--- config.mk ---
export PLATFORM = sky130hd
export DESIGN_NAME = dbell_mbox
export DESIGN_NICKNAME = d
export VERILOG_FILES = /design/src/rtl/dbm_pkg.sv /design/src/rtl/dbm_ring.sv /design/src/rtl/dbm_link.sv /design/src/rtl/dbell_mbox.sv
export SDC_FILE = /design/constraint.sdc
export NUM_CORES = 2
export LEC_CHECK = 0
export BUFFER_PORTS_ARGS = -buffer_cell sky130_fd_sc_hd__buf_4
export CORE_MARGIN = 2
export CORE_UTILIZATION = 56
export CTS_CLUSTER_SIZE = 30
export DETAILED_ROUTE_END_ITERATION = 7
export PLACE_DENSITY = 0.76
export SYNTH_ARGS = -nofsm -noshare
export SYNTH_HDL_FRONTEND = slang
export SYNTH_SLANG_ARGS = --single-unit
export TNS_END_PERCENT = 50
--- constraint.sdc ---
create_clock -name clk -period 2.9 [get_ports clk]
set_input_delay 0.145 -clock clk [delete_from_list [all_inputs] [get_ports clk]]
set_output_delay 0.145 -clock clk [all_outputs]
set_load 0.1 [all_outputs]
--- src/rtl/dbm_pkg.sv ---
package dbm_pkg;
    typedef enum logic [1:0] {
        LK_IDLE  = 2'd0,
        LK_FLUSH = 2'd1,
        LK_ARMED = 2'd2
    } link_e;

    localparam int unsigned B_IE    = 0;
    localparam int unsigned B_IS    = 1;
    localparam int unsigned B_IG    = 2;
    localparam int unsigned B_RST   = 3;
    localparam int unsigned B_RDY   = 4;
    localparam int unsigned B_OVF   = 5;
    localparam int unsigned FIELD_W = 8;

    localparam logic [1:0] A_HCSR = 2'd0;
    localparam logic [1:0] A_PUSH = 2'd1;
    localparam logic [1:0] A_CCSR = 2'd2;
    localparam logic [1:0] A_POP  = 2'd3;
endpackage

--- src/rtl/dbm_ring.sv ---
module dbm_ring #(
    parameter int unsigned DEPTH  = 32,
    parameter int unsigned DATA_W = 32,
    localparam int unsigned PW = $clog2(DEPTH + 1),
    localparam int unsigned AW = (DEPTH > 1) ? $clog2(DEPTH) : 1
) (
    input  logic              clk,
    input  logic              rst_n,
    input  logic              clr,
    input  logic              push,
    input  logic [DATA_W-1:0] push_data,
    input  logic              pop,
    output logic [DATA_W-1:0] pop_data,
    output logic [PW-1:0]     wr_ptr,
    output logic [PW-1:0]     rd_ptr,
    output logic              ovf
);
    logic [DATA_W-1:0] mem [DEPTH];
    logic full, has_data;

    assign full     = (wr_ptr == PW'(DEPTH));
    assign has_data = (rd_ptr < wr_ptr);
    assign pop_data = has_data ? mem[rd_ptr[AW-1:0]] : '0;

    always_ff @(posedge clk) begin
        if (push && !full && !clr)
            mem[wr_ptr[AW-1:0]] <= push_data;
    end

    always_ff @(posedge clk or negedge rst_n) begin
        if (!rst_n) begin
            wr_ptr <= '0;
            rd_ptr <= '0;
            ovf    <= 1'b0;
        end else if (clr) begin
            wr_ptr <= '0;
            rd_ptr <= '0;
            ovf    <= 1'b0;
        end else begin
            if (push) begin
                if (full) ovf <= 1'b1;
                else      wr_ptr <= wr_ptr + 1'b1;
            end
            if (pop && has_data)
                rd_ptr <= rd_ptr + 1'b1;
        end
    end

    p_ptr_bound_r3: assert property (@(posedge clk) disable iff (!rst_n)
        (wr_ptr <= PW'(DEPTH)) && (rd_ptr <= wr_ptr));
    p_no_overflow_r3: assert property (@(posedge clk) disable iff (!rst_n)
        (push && full && !clr) |=> ($stable(wr_ptr) && ovf));
    p_empty_pop_r5: assert property (@(posedge clk) disable iff (!rst_n)
        (pop && !has_data && !push && !clr) |=> $stable(rd_ptr));
    p_clear_r6: assert property (@(posedge clk) disable iff (!rst_n)
        clr |=> (wr_ptr == '0 && rd_ptr == '0 && !ovf));
endmodule

--- src/rtl/dbm_link.sv ---
module dbm_link
    import dbm_pkg::*;
#(
    parameter int unsigned RST_CYCLES = 4,
    localparam int unsigned CW = $clog2(RST_CYCLES + 1)
) (
    input  logic  clk,
    input  logic  rst_n,
    input  logic  csr_wr,
    input  logic  wr_rdy,
    input  logic  wr_rst,
    input  logic  wr_ig,
    output link_e state,
    output logic  clr,
    output logic  flush,
    output logic  armed
);
    link_e   nxt;
    logic [CW-1:0] cnt;

    assign clr = csr_wr && wr_rst && wr_ig;

    always_comb begin
        nxt = state;
        unique case (state)
            LK_IDLE:  if (csr_wr && wr_rdy && !wr_rst) nxt = LK_ARMED;
            LK_ARMED: if (csr_wr && !wr_rdy)           nxt = LK_IDLE;
            LK_FLUSH: if (cnt == '0)                   nxt = LK_IDLE;
            default:                                   nxt = LK_IDLE;
        endcase
        if (clr) nxt = LK_FLUSH;
    end

    always_ff @(posedge clk or negedge rst_n) begin
        if (!rst_n) begin
            state <= LK_IDLE;
            cnt   <= '0;
        end else begin
            state <= nxt;
            if (clr)                 cnt <= CW'(RST_CYCLES - 1);
            else if (cnt != '0)      cnt <= cnt - 1'b1;
        end
    end

    always_comb begin
        flush = (state == LK_FLUSH);
        armed = (state == LK_ARMED);
    end

    p_reset_enters_flush_r6: assert property (@(posedge clk) disable iff (!rst_n)
        clr |=> flush);
    p_flush_exits_idle_r7: assert property (@(posedge clk) disable iff (!rst_n)
        (flush && !clr && cnt == '0) |=> (state == LK_IDLE));
    p_arm_r7: assert property (@(posedge clk) disable iff (!rst_n)
        (state == LK_IDLE && csr_wr && wr_rdy && !wr_rst) |=> armed);
endmodule

--- src/rtl/dbell_mbox.sv ---
module dbell_mbox
    import dbm_pkg::*;
#(
    parameter int unsigned DEPTH      = 32,
    parameter int unsigned RST_CYCLES = 4,
    localparam int unsigned PW = $clog2(DEPTH + 1)
) (
    input  logic        clk,
    input  logic        rst_n,
    input  logic [1:0]  host_addr,
    input  logic        host_wr,
    input  logic        host_rd,
    input  logic [31:0] host_wdata,
    output logic [31:0] host_rdata,
    output logic        host_irq,
    input  logic        ctl_push,
    input  logic [31:0] ctl_wdata,
    input  logic        ctl_pop,
    output logic [31:0] ctl_rdata,
    output logic [7:0]  ctl_count,
    input  logic        ctl_ready_in,
    input  logic        ctl_ring,
    output logic        ctl_doorbell
    ,output logic       ctl_flush
);
    link_e         state;
    logic          clr, flush, armed, csr_wr;
    logic          int_sts, int_en, bell_q;
    logic [PW-1:0] h_wp, h_rp, c_wp, c_rp;
    logic          h_ovf, c_ovf;
    logic [31:0]   h_pop_data;

    assign csr_wr = host_wr && (host_addr == A_HCSR);

    dbm_link #(.RST_CYCLES(RST_CYCLES)) u_link (
        .clk(clk), .rst_n(rst_n), .csr_wr(csr_wr),
        .wr_rdy(host_wdata[B_RDY]), .wr_rst(host_wdata[B_RST]),
        .wr_ig(host_wdata[B_IG]), .state(state), .clr(clr),
        .flush(flush), .armed(armed)
    );

    dbm_ring #(.DEPTH(DEPTH), .DATA_W(32)) u_h2c (
        .clk(clk), .rst_n(rst_n), .clr(clr),
        .push(host_wr && host_addr == A_PUSH && !flush),
        .push_data(host_wdata), .pop(ctl_pop), .pop_data(ctl_rdata),
        .wr_ptr(h_wp), .rd_ptr(h_rp), .ovf(h_ovf)
    );

    dbm_ring #(.DEPTH(DEPTH), .DATA_W(32)) u_c2h (
        .clk(clk), .rst_n(rst_n), .clr(clr),
        .push(ctl_push && !flush), .push_data(ctl_wdata),
        .pop(host_rd && host_addr == A_POP), .pop_data(h_pop_data),
        .wr_ptr(c_wp), .rd_ptr(c_rp), .ovf(c_ovf)
    );

    always_ff @(posedge clk or negedge rst_n) begin
        if (!rst_n) begin
            int_sts <= 1'b0;
            int_en  <= 1'b0;
            bell_q  <= 1'b0;
        end else begin
            bell_q <= csr_wr && host_wdata[B_IG];
            if (csr_wr) int_en <= host_wdata[B_IE];
            if (ctl_ring)                         int_sts <= 1'b1;
            else if (csr_wr && host_wdata[B_IS])  int_sts <= 1'b0;
        end
    end

    always_comb begin
        logic [31:0] hcsr, ccsr;
        hcsr = '0;
        hcsr[31:24] = FIELD_W'(DEPTH);
        hcsr[23:16] = FIELD_W'(h_rp);
        hcsr[15:8]  = FIELD_W'(h_wp);
        hcsr[B_OVF] = h_ovf;
        hcsr[B_RDY] = armed;
        hcsr[B_RST] = flush;
        hcsr[B_IS]  = int_sts;
        hcsr[B_IE]  = int_en;
        ccsr = '0;
        ccsr[31:24] = FIELD_W'(DEPTH);
        ccsr[23:16] = FIELD_W'(c_rp);
        ccsr[15:8]  = FIELD_W'(c_wp);
        ccsr[B_OVF] = c_ovf;
        ccsr[B_RDY] = ctl_ready_in && !flush;
        ccsr[B_RST] = flush;
        unique case (host_addr)
            A_HCSR:  host_rdata = hcsr;
            A_CCSR:  host_rdata = ccsr;
            A_POP:   host_rdata = h_pop_data;
            default: host_rdata = '0;
        endcase
        host_irq     = int_sts && int_en;
        ctl_count    = FIELD_W'(h_wp - h_rp);
        ctl_doorbell = bell_q;
        ctl_flush    = flush;
    end

    p_doorbell_r8: assert property (@(posedge clk) disable iff (!rst_n)
        (csr_wr && host_wdata[B_IG]) |=> ctl_doorbell);
    p_ring_sets_r9: assert property (@(posedge clk) disable iff (!rst_n)
        ctl_ring |=> (host_irq == int_en));
    p_flush_drop_r11: assert property (@(posedge clk) disable iff (!rst_n)
        (flush && !clr) |=> ($stable(h_wp) && $stable(c_wp)));
endmodule

==> metrics list <==
* Initial antenna violation count: 13
* Total overflow reported by the global router: 0
- The path class of the tightest hold or removal check is in2reg.
- Area of the core: roughly 140000 µm²
- Detailed placement ended at an HPWL of between 100000 and 150000 µm.
- In this run, placement finished with an instance count of between 5000 and 6000.
* Worst path setup slack after routing: -828.1 ps
- Before antenna repair, the detailed router went through 6 iterations.
* Most common cell type on the critical path: o211ai_1
- Of the synthesized area, sequential elements account for 78.05%.
- The area growth from synthesis to layout is 21.89%.
- # H-tree levels: 4
* Die outline area: ~150000 µm²
- Slew margin rel.: around 18%
- Die height: 381.7 µm
- Post-Layout Inst Area: roughly 97000 µm²
- Net count after synthesis: 3661
- STA puts the critical path data arrival time at approximately 3600 ps.
* Area after DPL: slightly below 90000 µm²
- The first global-routing pass estimated between 300000 and 400000 µm of wire.
- Worst IR drop on VDD: around 3.0 mV
- In the layout the commonest cells are edfxtp_1 (2048), mux4_2 (488), buf_4 (322), clkbuf_16 (203), buf_12 (147).
- Max-slew violation count: 0
* Root Driver: clkbuf_16
- The worst hold path passes through 6 cells.
* Power density of the placed cells: 1046 nW/µm²
- Across the routed clock network, the largest skew measured is approximately 53 ps.
- CTS tree: built
* Layout filler cell count: between 8000 and 9000
- Final standard cell count with taps included and fillers excluded: between 6000 and 7000
- Time the worst path needs with I/O delays and setup: 3728 ps
* Setup WS pre-CTS: -10.66 ps
* Critical path class: reg2out
- Largest net degree at the start of global routing: between 60 and 70
- CP cell instances: ha_4 > o211ai_1 > o21ai_2 > a2111o_2 > buf_12 > or3_1 > o211ai_1 > buf_6
- Net total in the final layout: roughly 4300
* Maximum fanout encountered on the critical timing path: 6
- Count of unresolved DRC violations after routing: 0
* Post-Synthesis Cells: around 3600
- Total detailed-routing wirelength: approximately 230000 µm
* Cell types occupying the most area after synthesis: edfxtp_1 (77%), mux4_2 (14%), dfrtp_1 (1.1%)
* Die Span X: between 300 and 400 µm
* Failing checks: negative setup slack
* Flops & latches, synth: between 2000 and 2500
- Slew at the pin with the worst max-slew slack: approximately 1200 ps
* Setup total negative slack: -39360 ps
* Post-synth top area share: around 77%
- The worst setup path is captured at a primary output.
- Using the TritonRoute via totals, the vias-per-cell ratio works out to a little under 7.
- Clock-pin slew was measured on the worst setup and hold paths at around 60 ps.
- Measured in cells, the most critical reg-to-reg path has a length of 7.
* DRT antenna net count: 0
* Global placement routability congestion: approximately 0.86
- For the worst-skew pair, the clock arrives at the later sink with an insertion delay of 870 ps.
- Highest clock frequency the design can meet: around 270 MHz
- Synthesis instantiated 65 different standard cells from the library.
* Leakage power: 31.11 nW
- Commonest register cell after synthesis: edfxtp_1
- The tool flagged a number of max-cap violations equal to 0.
- The Yosys step of the flow raised 0 warnings.
- Quantity of I/O buffers inserted on ports: ~150
* Post-synthesis area per instance: between 20 and 25 µm²
- The detailed router finished its first iteration with approximately 6500 violations.
- Highest cell delay on the worst timing path: a little under 600 ps
- After detailed routing, the average wire length per cell comes to between 30 and 40 µm.
- Total standard cell area after synthesis: ~80000 µm²
* Cell type contributing the most total cell area after synthesis: edfxtp_1
- After layout, the worst path uses 128.6% of the clock period.
- Post-synth ARST share: under 10%
- In this run, synthesis inferred 2048 flip-flops with an integrated enable.
- The number of failing hold endpoints at the final stage is 0.
- Setup violations remaining at the end of the flow were counted as a little under 70.
- Layout cells sized above 1: 35.88%
- Buffers inserted during clock tree synthesis total approximately 200.
- I/O Pins: around 150
- Vias after detailed routing: 43106
- The library cell used most frequently in the layout, excluding fill and tap cells, is edfxtp_1.
- Total track usage: 30.89%
- Run status: finished with violations
* Number of clock sinks: around 2100
- Worst EP required: approximately 2800 ps
- Setup repair after global routing missed its margin: yes
- Worst Setup Start Kind: flop
* Standard-cell rows: between 100 and 150
- Hold slack final: around 190 ps
- Among all stages on the critical path, the largest delay is contributed by a2111o_2.
* Via count of the first global-routing pass: 43558
- Counting along the longest clock path gives a buffer depth of 3.
* Initial Util: between 50% and 60%
## Yosys cell counts, types with 5 or more instances
master    count
o22ai_1     123
nor2_1       96
nand4_1      12
buf_2        63
o21ai_0       8
buf_6        15
a22o_1       64
edfxtp_1   2048
nand3_1      18
o211ai_1     27
xnor2_1       8
nor2b_1      22
buf_1         7
mux2i_1      79
a21oi_1      16
a221oi_1     77
o31ai_1      19
inv_1        29
mux4_2      488
or3_1        35
nand2_1      45
clkbuf_1     91
a21o_1        5
nand2b_1      7
and3_1       10
dfrtp_1      34
ha_1         23
buf_4        28
## path summary, 6_finish.rpt
path	from	slack, ps	to
setup / recovery	u_c2h.rd_ptr[1]$_DFFE_PN0P_	-830	host_rdata[13]
max in group asynchronous	rst_n	2180	u_h2c.rd_ptr[0]$_DFFE_PN0P_
min in group asynchronous	rst_n	480	u_c2h.wr_ptr[4]$_DFFE_PN0P_
hold reg to reg	u_link.state[0]$_DFFE_PN0P_	450	u_link.state[1]$_DFFE_PN0P_
setup reg to reg	u_h2c.wr_ptr[0]$_DFFE_PN0P_	180	u_h2c.mem[11][10]$_DFFE_PP_
hold / removal	host_addr[0]	190	u_c2h.rd_ptr[2]$_DFFE_PN0P_
## metrics by stage
step | total power, mW | util (%)
after detailed placement | 68.71 | 61.53
after floorplan | 58.20 | -
after CTS | 99.65 | 68.36
after global routing | 104.3 | 68.77
after global placement | 68.24 | 61.53
final | 101.9 | 68.78
## what timing repair did
item                       in CTS  in global routing
hold endpoints to repair     2109                  0
pin swaps                      47                 34
buffers inserted               38                 32
setup endpoints to repair      70                 70
hold buffers                   77                  0
resized for setup             326                 50
cloned                         19                  3
## sequential cells by signal, summed over array words and instances, names as in the netlist
signal / cells
u_c2h.ovf: 1
u_h2c.rd_ptr: 6
u_h2c.wr_ptr: 6
int_sts: 1
ctl_doorbell: 1
u_c2h.wr_ptr: 6
u_c2h.mem: 1024
u_link.state: 2
u_c2h.rd_ptr: 6
int_en: 1
u_link.cnt: 3
u_h2c.mem: 1024
u_h2c.ovf: 1
## area by class of cell
cell class | count | area, µm² | area share (%)
Antenna cell | 3 | 7.507 | 0.007709
Clock buffer | 251 | 5196 | 5.336
Clock inverter | 110 | 1215 | 1.248
Inverter | 29 | 113.9 | 0.1169
Multi-Input combinational cell | 1246 | 18410 | 18.90
Sequential cell | 2082 | 62370 | 64.05
Tap cell | 1890 | 2365 | 2.428
Timing Repair Buffer | 627 | 7706 | 7.914
## where the power goes
group / leakage [nW] / switching, mW / internal, mW
Combinational: 9.18 / 24.0 / 17.4
Sequential: 18.9 / 0.401 / 34.1
Clock: 3.08 / 11.5 / 14.4
Total: 31.1 / 36.0 / 65.9
## critical path: cells and delay by family, from the launching register on
| family | cells | cell delay [ps] |
|---|---|---|
| DFF | 1 | 490 |
| adders and majority gates | 1 | 210 |
| AOI/OAI and AO/OA | 4 | 1190 |
| and+or+nand+nor | 1 | 320 |
| buffers and inverters | 2 | 510 |
## cells by family after synthesis
| group | Yosys count | synth area share [%] |
|---|---|---|
| xor gates and xnor gates | 12 | 0.1316 |
| and+or+nand+nor | 269 | 1.662 |
| DFF | 2082 | 78.05 |
| adders and majority gates | 24 | 0.3853 |
| AOI/OAI and AO/OA | 373 | 3.536 |
| muxes | 568 | 14.76 |
| buffers and inverters | 235 | 1.478 |
## per-layer routing
layer,track usage [%],share of wire [%],routed length [µm]
met2,51.22,51,115300
met5,0,0.063,142
met1,38.83,33,75360
met4,14.01,4.9,11200
met3,7.633,11,25180
(Power assumes the default switching activity.)
